$ cat config.mk
export PLATFORM = sky130hd
export DESIGN_NAME = tdm_slot_router
export DESIGN_NICKNAME = d
export VERILOG_FILES = /design/src/rtl/tsr_pkg.sv /design/src/rtl/tsr_route_ram.sv /design/src/rtl/tsr_run_walker.sv /design/src/rtl/tdm_slot_router.sv
export SDC_FILE = /design/constraint.sdc
export NUM_CORES = 2
export LEC_CHECK = 0
export BUFFER_PORTS_ARGS = -buffer_cell sky130_fd_sc_hd__buf_2
export CAP_MARGIN = 20
export CORE_MARGIN = 2
export CORE_UTILIZATION = 24
export DETAILED_ROUTE_END_ITERATION = 16
export PLACE_DENSITY = 0.47
export SLEW_MARGIN = 20
export SYNTH_ARGS = -nofsm -noshare
export SYNTH_HDL_FRONTEND = slang
export SYNTH_HIERARCHICAL = 1
export SYNTH_SLANG_ARGS = --single-unit
$ cat constraint.sdc
create_clock -name clk -period 4.5 [get_ports clk]
set_input_delay 0.45 -clock clk [delete_from_list [all_inputs] [get_ports clk]]
set_output_delay 0.45 -clock clk [all_outputs]
set_load 0.01 [all_outputs]
$ cat src/rtl/tsr_pkg.sv
package tsr_pkg;
  localparam int DEST_W = 3;
  localparam int RUN_W  = 6;

  typedef struct packed {
    logic              last;
    logic [DEST_W-1:0] dest;
    logic [RUN_W-1:0]  run_m1;
  } route_t;

  localparam route_t ROUTE_IDLE = '{last: 1'b1, dest: '0, run_m1: '0};
endpackage

$ cat src/rtl/tsr_route_ram.sv
module tsr_route_ram #(
  parameter int DEPTH = 128,
  parameter int WIDTH = 10,
  localparam int AW = $clog2(DEPTH)
) (
  input  logic             clk,
  input  logic             we,
  input  logic [AW-1:0]    waddr,
  input  logic [WIDTH-1:0] wdata,
  input  logic [AW-1:0]    raddr,
  output logic [WIDTH-1:0] rdata
);
  logic [WIDTH-1:0] mem [DEPTH];

  always_ff @(posedge clk) begin
    if (we) mem[waddr] <= wdata;
    rdata <= mem[raddr];
  end
endmodule

$ cat src/rtl/tsr_run_walker.sv
module tsr_run_walker
  import tsr_pkg::*;
#(
  parameter int SLOT_BITS   = 8,
  parameter int MAX_ENTRIES = 64,
  parameter int NUM_CH      = 5,
  localparam int IDX_W = $clog2(MAX_ENTRIES),
  localparam int BIT_W = $clog2(SLOT_BITS)
) (
  input  logic              clk,
  input  logic              rst,
  input  logic              bit_en,
  input  logic              frame_sync,
  input  logic              wr_en,
  input  logic [IDX_W-1:0]  wr_addr,
  input  route_t            wr_data,
  input  logic              commit,
  output logic [DEST_W-1:0] dest
);
  localparam logic [BIT_W-1:0]  LAST_BIT = BIT_W'(SLOT_BITS - 1);
  localparam logic [IDX_W-1:0]  LAST_IDX = IDX_W'(MAX_ENTRIES - 1);
  localparam logic [DEST_W-1:0] MAX_CODE = DEST_W'(NUM_CH);

  logic             act_bank, pend, in_frame, done, past_ok;
  logic [BIT_W-1:0] bit_cnt;
  logic [RUN_W-1:0] run_left;
  logic [IDX_W-1:0] idx, idx_nx;
  route_t           cur, nxt, head0, head1, head_new;
  logic             new_bank;
  logic [DEST_W-1:0] raw;

  assign idx_nx   = idx + 1'b1;
  assign new_bank = pend ? ~act_bank : act_bank;
  assign head_new = new_bank ? head1 : head0;

  // Staging bank is always the one not in use; reads follow the active bank.
  tsr_route_ram #(.DEPTH(2 * MAX_ENTRIES), .WIDTH($bits(route_t))) u_ram (
    .clk   (clk),
    .we    (wr_en),
    .waddr ({~act_bank, wr_addr}),
    .wdata (wr_data),
    .raddr ({act_bank, idx_nx}),
    .rdata (nxt)
  );

  // Entry 0 of each bank is mirrored so slot 0 needs no read latency.
  always_ff @(posedge clk) begin
    if (rst) begin
      head0 <= ROUTE_IDLE;
      head1 <= ROUTE_IDLE;
    end else if (wr_en && wr_addr == '0) begin
      if (act_bank) head0 <= wr_data;
      else          head1 <= wr_data;
    end
  end

  always_comb begin
    if (frame_sync)            raw = head_new.dest;
    else if (in_frame && !done) raw = cur.dest;
    else                        raw = '0;
    dest = (raw != '0 && raw <= MAX_CODE) ? raw : '0;
  end

  always_ff @(posedge clk) begin
    if (rst) begin
      act_bank <= 1'b0;
      pend     <= 1'b0;
      in_frame <= 1'b0;
      done     <= 1'b0;
      bit_cnt  <= '0;
      run_left <= '0;
      idx      <= '0;
      cur      <= ROUTE_IDLE;
    end else begin
      if (commit) pend <= 1'b1;
      if (bit_en) begin
        if (frame_sync) begin
          act_bank <= new_bank;
          pend     <= commit;
          cur      <= head_new;
          run_left <= head_new.run_m1;
          bit_cnt  <= BIT_W'(1);
          idx      <= '0;
          done     <= 1'b0;
          in_frame <= 1'b1;
        end else if (in_frame && !done) begin
          if (bit_cnt == LAST_BIT) begin
            bit_cnt <= '0;
            if (run_left == '0) begin
              if (cur.last || idx == LAST_IDX) begin
                done <= 1'b1;
              end else begin
                cur      <= nxt;
                run_left <= nxt.run_m1;
                idx      <= idx_nx;
              end
            end else begin
              run_left <= run_left - 1'b1;
            end
          end else begin
            bit_cnt <= bit_cnt + 1'b1;
          end
        end
      end
    end
  end

  always_ff @(posedge clk) begin
    if (rst) past_ok <= 1'b0;
    else     past_ok <= 1'b1;
  end

  assert_walk_on_tick_R2: assert property (@(posedge clk) disable iff (rst)
    (past_ok && !$past(bit_en)) |-> ($stable(cur) && $stable(idx) && $stable(run_left)));

  assert_swap_at_sync_R8: assert property (@(posedge clk) disable iff (rst)
    (past_ok && !$past(bit_en && frame_sync)) |-> $stable(act_bank));

  assert_quiet_after_end_R6: assert property (@(posedge clk) disable iff (rst)
    (in_frame && done && !frame_sync) |-> (dest == '0));
endmodule

$ cat src/rtl/tdm_slot_router.sv
module tdm_slot_router
  import tsr_pkg::*;
#(
  parameter int NUM_CH      = 5,
  parameter int SLOT_BITS   = 8,
  parameter int MAX_ENTRIES = 64
) (
  input  logic                           clk,
  input  logic                           rst,
  input  logic                           bit_en,
  input  logic                           frame_sync,
  input  logic                           rx_bit,
  output logic                           rx_ch_data,
  output logic [NUM_CH-1:0]              rx_ch_valid,
  input  logic [NUM_CH-1:0]              ch_tx_data,
  output logic                           tx_bit,
  output logic [NUM_CH-1:0]              tx_ch_take,
  input  logic                           cfg_we,
  input  logic                           cfg_dir,
  input  logic [$clog2(MAX_ENTRIES)-1:0] cfg_addr,
  input  logic [5:0]                     cfg_count_m1,
  input  logic [2:0]                     cfg_dest,
  input  logic                           cfg_last,
  input  logic                           cfg_commit
);
  localparam int NDIR = 2;

  route_t              wr_entry;
  logic [DEST_W-1:0]   dir_dest [NDIR];
  logic [NUM_CH-1:0]   dir_sel  [NDIR];
  logic                tx_next, past_ok;

  assign wr_entry = '{last: cfg_last, dest: cfg_dest, run_m1: cfg_count_m1};

  // Index 0 walks the receive table, index 1 the transmit table.
  for (genvar d = 0; d < NDIR; d++) begin : g_dir
    tsr_run_walker #(
      .SLOT_BITS   (SLOT_BITS),
      .MAX_ENTRIES (MAX_ENTRIES),
      .NUM_CH      (NUM_CH)
    ) u_walk (
      .clk        (clk),
      .rst        (rst),
      .bit_en     (bit_en),
      .frame_sync (frame_sync),
      .wr_en      (cfg_we && (cfg_dir == 1'(d))),
      .wr_addr    (cfg_addr),
      .wr_data    (wr_entry),
      .commit     (cfg_commit && (cfg_dir == 1'(d))),
      .dest       (dir_dest[d])
    );
    for (genvar c = 0; c < NUM_CH; c++) begin : g_dec
      assign dir_sel[d][c] = (dir_dest[d] == DEST_W'(c + 1));
    end
  end

  assign tx_next = (dir_dest[1] == '0) ? 1'b1 : |(ch_tx_data & dir_sel[1]);

  always_ff @(posedge clk) begin
    if (rst) begin
      rx_ch_data  <= 1'b0;
      rx_ch_valid <= '0;
      tx_bit      <= 1'b1;
      tx_ch_take  <= '0;
    end else begin
      rx_ch_valid <= bit_en ? dir_sel[0] : '0;
      tx_ch_take  <= bit_en ? dir_sel[1] : '0;
      if (bit_en) begin
        rx_ch_data <= rx_bit;
        tx_bit     <= tx_next;
      end
    end
  end

  always_ff @(posedge clk) begin
    if (rst) past_ok <= 1'b0;
    else     past_ok <= 1'b1;
  end

  assert_rx_onehot_R4: assert property (@(posedge clk) disable iff (rst)
    $onehot0(rx_ch_valid));

  assert_rx_strobe_on_tick_R4: assert property (@(posedge clk) disable iff (rst)
    (past_ok && rx_ch_valid != '0) |-> $past(bit_en));

  assert_tx_hold_R5: assert property (@(posedge clk) disable iff (rst)
    (past_ok && !$past(bit_en)) |-> ($stable(tx_bit) && tx_ch_take == '0));

  assert_idle_fill_R5: assert property (@(posedge clk) disable iff (rst)
    (past_ok && $past(bit_en) && tx_ch_take == '0) |-> tx_bit);
endmodule

==> results.toml <==
[cts]
clock_sinks = 2678
cts-buffers-inserted = 287
cts_buffer_depth = 4
ctsResizeCount = 0
htreeDepth = 5
hold_buffers = 8
worstSkewPairLatency_ns = 0.92
clk_pin_slew_worst_paths_ns = 0.06
cts_setup_buffers = 0
cts_tree = "built"
cts-root-buf = "clkbuf_16"

[global_routing]
grt_first_pass_wirelength_um = 390000
grt_antenna_before_repair = 34
track_usage_pct = 12.4
grt_pass1_vias = 50100
grt-ovfl-total = 0
grt_start_max_net_pins = 122

[pwr]
seq_power_share_pct = 53.1
p_switching_uw = 10700
p_int_uw = 40800
p_per_area_mw_per_mm2 = 418
vdd_ir_drop_max_mv = 0.247
comb_power_share_pct = 1.8
p_sw_share_pct = 20.7
p_leak_uw = 0.0376
clkPwrFrac_pct = 45.1

[die]
fp-row-count = 241
core_mm2 = 0.430
fp.dieW_um = 661
ios = 41
die_area_mm2 = 0.437
start_util_pct = 24.1
die_h_um = 661

[logic_synthesis]
syn_area_mm2 = 0.104
ys_seq_area_share_pct = 76.5
synthesis.nets = 4568
synth.area.mux_share_pct = 19.1
synthAdderAreaFrac_pct = 0.121
ys.flop_type = "edfxtp_1"
ys_warn_count = 6
synth_compound_area_share_pct = 0.816
ys_types = 55
ys_ff_latch = 2678
synthXorXnorAreaFrac_pct = 0.155
synthSimpleGateAreaFrac_pct = 2.28
netlist_instances = 4529
async_reset_ff_share_pct = 0
synth-edff-count = 2560
synth_top_family_by_area = "multiplexers"
synth_area_per_cell_um2 = 22.9

[timing]
clock_skew_ns = 0.0830
layout_worst_path_cycle_share_pct = 85.1
setup_tns_ns = 0
whs_ns = 0.0494
slew_violations = 0
finalSetupViolCount = 0
fmax_mhz = 261
min_period_ns = 3.83
rsz0062_at_grt = "false"
layout_setup_ws_ns = 0.669
tightest_slew_ns = 1.25
finalHoldViolCount = 0
slew_headroom_pct = 16.9

[run_status]
status = "finished, final reports clean"

[final_layout]
layout_common_cells = "2,560 x edfxtp_1, 840 x mux4_2, 358 x buf_4"
syn2layout_area_growth_pct = 18.8
final_area_mm2 = 0.123
layout_commonest_cell = "edfxtp_1"
drive_gt1_share_pct = 33.4
nNetsFinal = 5068
fin_util_pct = 28.6
fillers = 41800

[place]
dpl_worst_slack_ns = 0.673
hpwl_um = 172000
place.gp.congestion = 0.760
io_buffers = 40
placed_cell_area_mm2 = 0.114

[detailed_routing]
avgViaCountPerCell = 4.45
antenna_left = 0
drtPass1Iterations = 7
wirelength_um = 276000
drc_errors = 0
dr.first_iter.drc_count = 5241
wl_per_cell_um = 25.2
via_count = 48800

[worst_setup_path]
required_ns = 5.25
r2r-start = "g_dir[1].u_walk/idx[0]$_SDFFE_PP0P_"
critPathCaptureType = "flop"
crit_fanout = 50
critical_path.startpoint = "g_dir[1].u_walk/idx[0]$_SDFFE_PP0P_"
reg2reg_setup_slack_ns = 0.67
crit_type = "reg2reg"
crit_arrival_ns = 4.58
start_kind = "flop"

[worst_hold_path]
hold_class = "in2reg"
hold_start = "cfg_dest[1]"

[flow_run]
maxCapViolations = 0
[kinds of logic (layout without fill, tap and decap cells)]
group,Yosys count,count (layout)
simple gates,536,536
buf+inv,264,989
mux,924,924
other cells,0,5
xor+xnor,14,14
fa+ha+maj,10,10
compound gates,103,103
flops,2678,2678
[critical path, cell delays in order (launching register included)]
cell and delay (ns):
dfxtp_1 0.53, ha_4 0.20, nand2b_1 0.10, nand2_4 0.23, buf_12 0.32, buf_12 0.35
mux4_2 0.41, mux4_2 0.61, mux4_2 0.58, mux2_2 0.29
[stage by stage]
| step | instances | total power, uW |
|---|---|---|
| after global routing | 11000 | 53000 |
| final | 11000 | 51500 |
| after detailed placement | 10400 | 28800 |
| after CTS | 11000 | 52100 |
| after global placement | 10400 | 28800 |
| after floorplan | 4529 | 28100 |
[flip-flops by register name, indices dropped and copies added, names as in the netlist]
name,count
g_dir.u_walk/act_bank,2
g_dir.u_walk/bit_cnt,6
g_dir.u_walk/cur,8
g_dir.u_walk/done,2
g_dir.u_walk/head0,20
g_dir.u_walk/head1,20
g_dir.u_walk/idx,12
g_dir.u_walk/in_frame,2
g_dir.u_walk/pend,2
g_dir.u_walk/run_left,12
g_dir.u_walk/u_ram/mem,2560
g_dir.u_walk/u_ram/rdata,20
rx_ch_data,1
rx_ch_valid,5
tx_bit,1
tx_ch_take,5
[power groups by stage]
stage          Sequential (uW)  Clock (uW)  Combinational (uW)
2_1_floorplan            27900           0                 255
3_3_place_gp             27900           0                 889
3_5_place_dp             27900           0                 926
4_1_cts                  27400       23800                 931
5_1_grt                  27300       24700                 982
6_report                 27400       23200                 909
[cell type report]
cell class	instances	area, um2	share of cell area (%)
tap	5710	7140	5.80
antenna	5	12.5	0.0102
inverter	26	113	0.0915
clock inverter	154	1570	1.27
multi-input combinational	1587	23500	19.1
timing repair buffer	449	3940	3.20
sequential	2678	79200	64.4
clock buffer	360	7610	6.18
[synth_stat cells, types with 5 or more instances]
cell type / number / share of area (%)
a211o_1: 16 / 0.14
a21oi_1: 24 / 0.12
a221oi_1: 8 / 0.068
buf_1: 10 / 0.036
buf_2: 70 / 0.34
clkbuf_1: 154 / 0.56
dfxtp_1: 118 / 2.3
edfxtp_1: 2560 / 74
ha_1: 10 / 0.12
inv_1: 26 / 0.094
mux2_2: 28 / 0.30
mux2i_1: 52 / 0.50
mux4_2: 840 / 18
nand2_1: 67 / 0.24
nand2b_1: 17 / 0.10
nand3_1: 30 / 0.14
nand4_1: 6 / 0.036
nor2_1: 323 / 1.2
nor2b_1: 26 / 0.16
nor3_1: 31 / 0.15
nor4b_1: 5 / 0.042
o21ai_0: 18 / 0.087
xnor2_1: 8 / 0.068
[routing by layer]
layer | vias up | global-route usage (%) | wire length, um | part of all wire, %
met5 | - | 0 | 12 | 0.0043
met4 | 2 | 3.48 | 7360 | 2.7
met3 | 376 | 2.20 | 17600 | 6.4
met2 | 1501 | 20.0 | 132000 | 48
met1 | 26800 | 17.1 | 119000 | 43
li1 | 20200 | - | - | -
[worst paths after layout]
path	endpoint	cells past startpoint
worst max-delay path	g_dir[1].u_walk/u_ram/rdata[7]$_DFF_P_	9
worst min-delay path	g_dir[0].u_walk/u_ram/mem[119][7]$_DFFE_PP_	1
worst max register to register	g_dir[1].u_walk/u_ram/rdata[7]$_DFF_P_	9
worst min register to register	g_dir[0].u_walk/head0[9]$_SDFFE_PP1P_	1
Note: power is estimated with default switching activity, not from simulation.
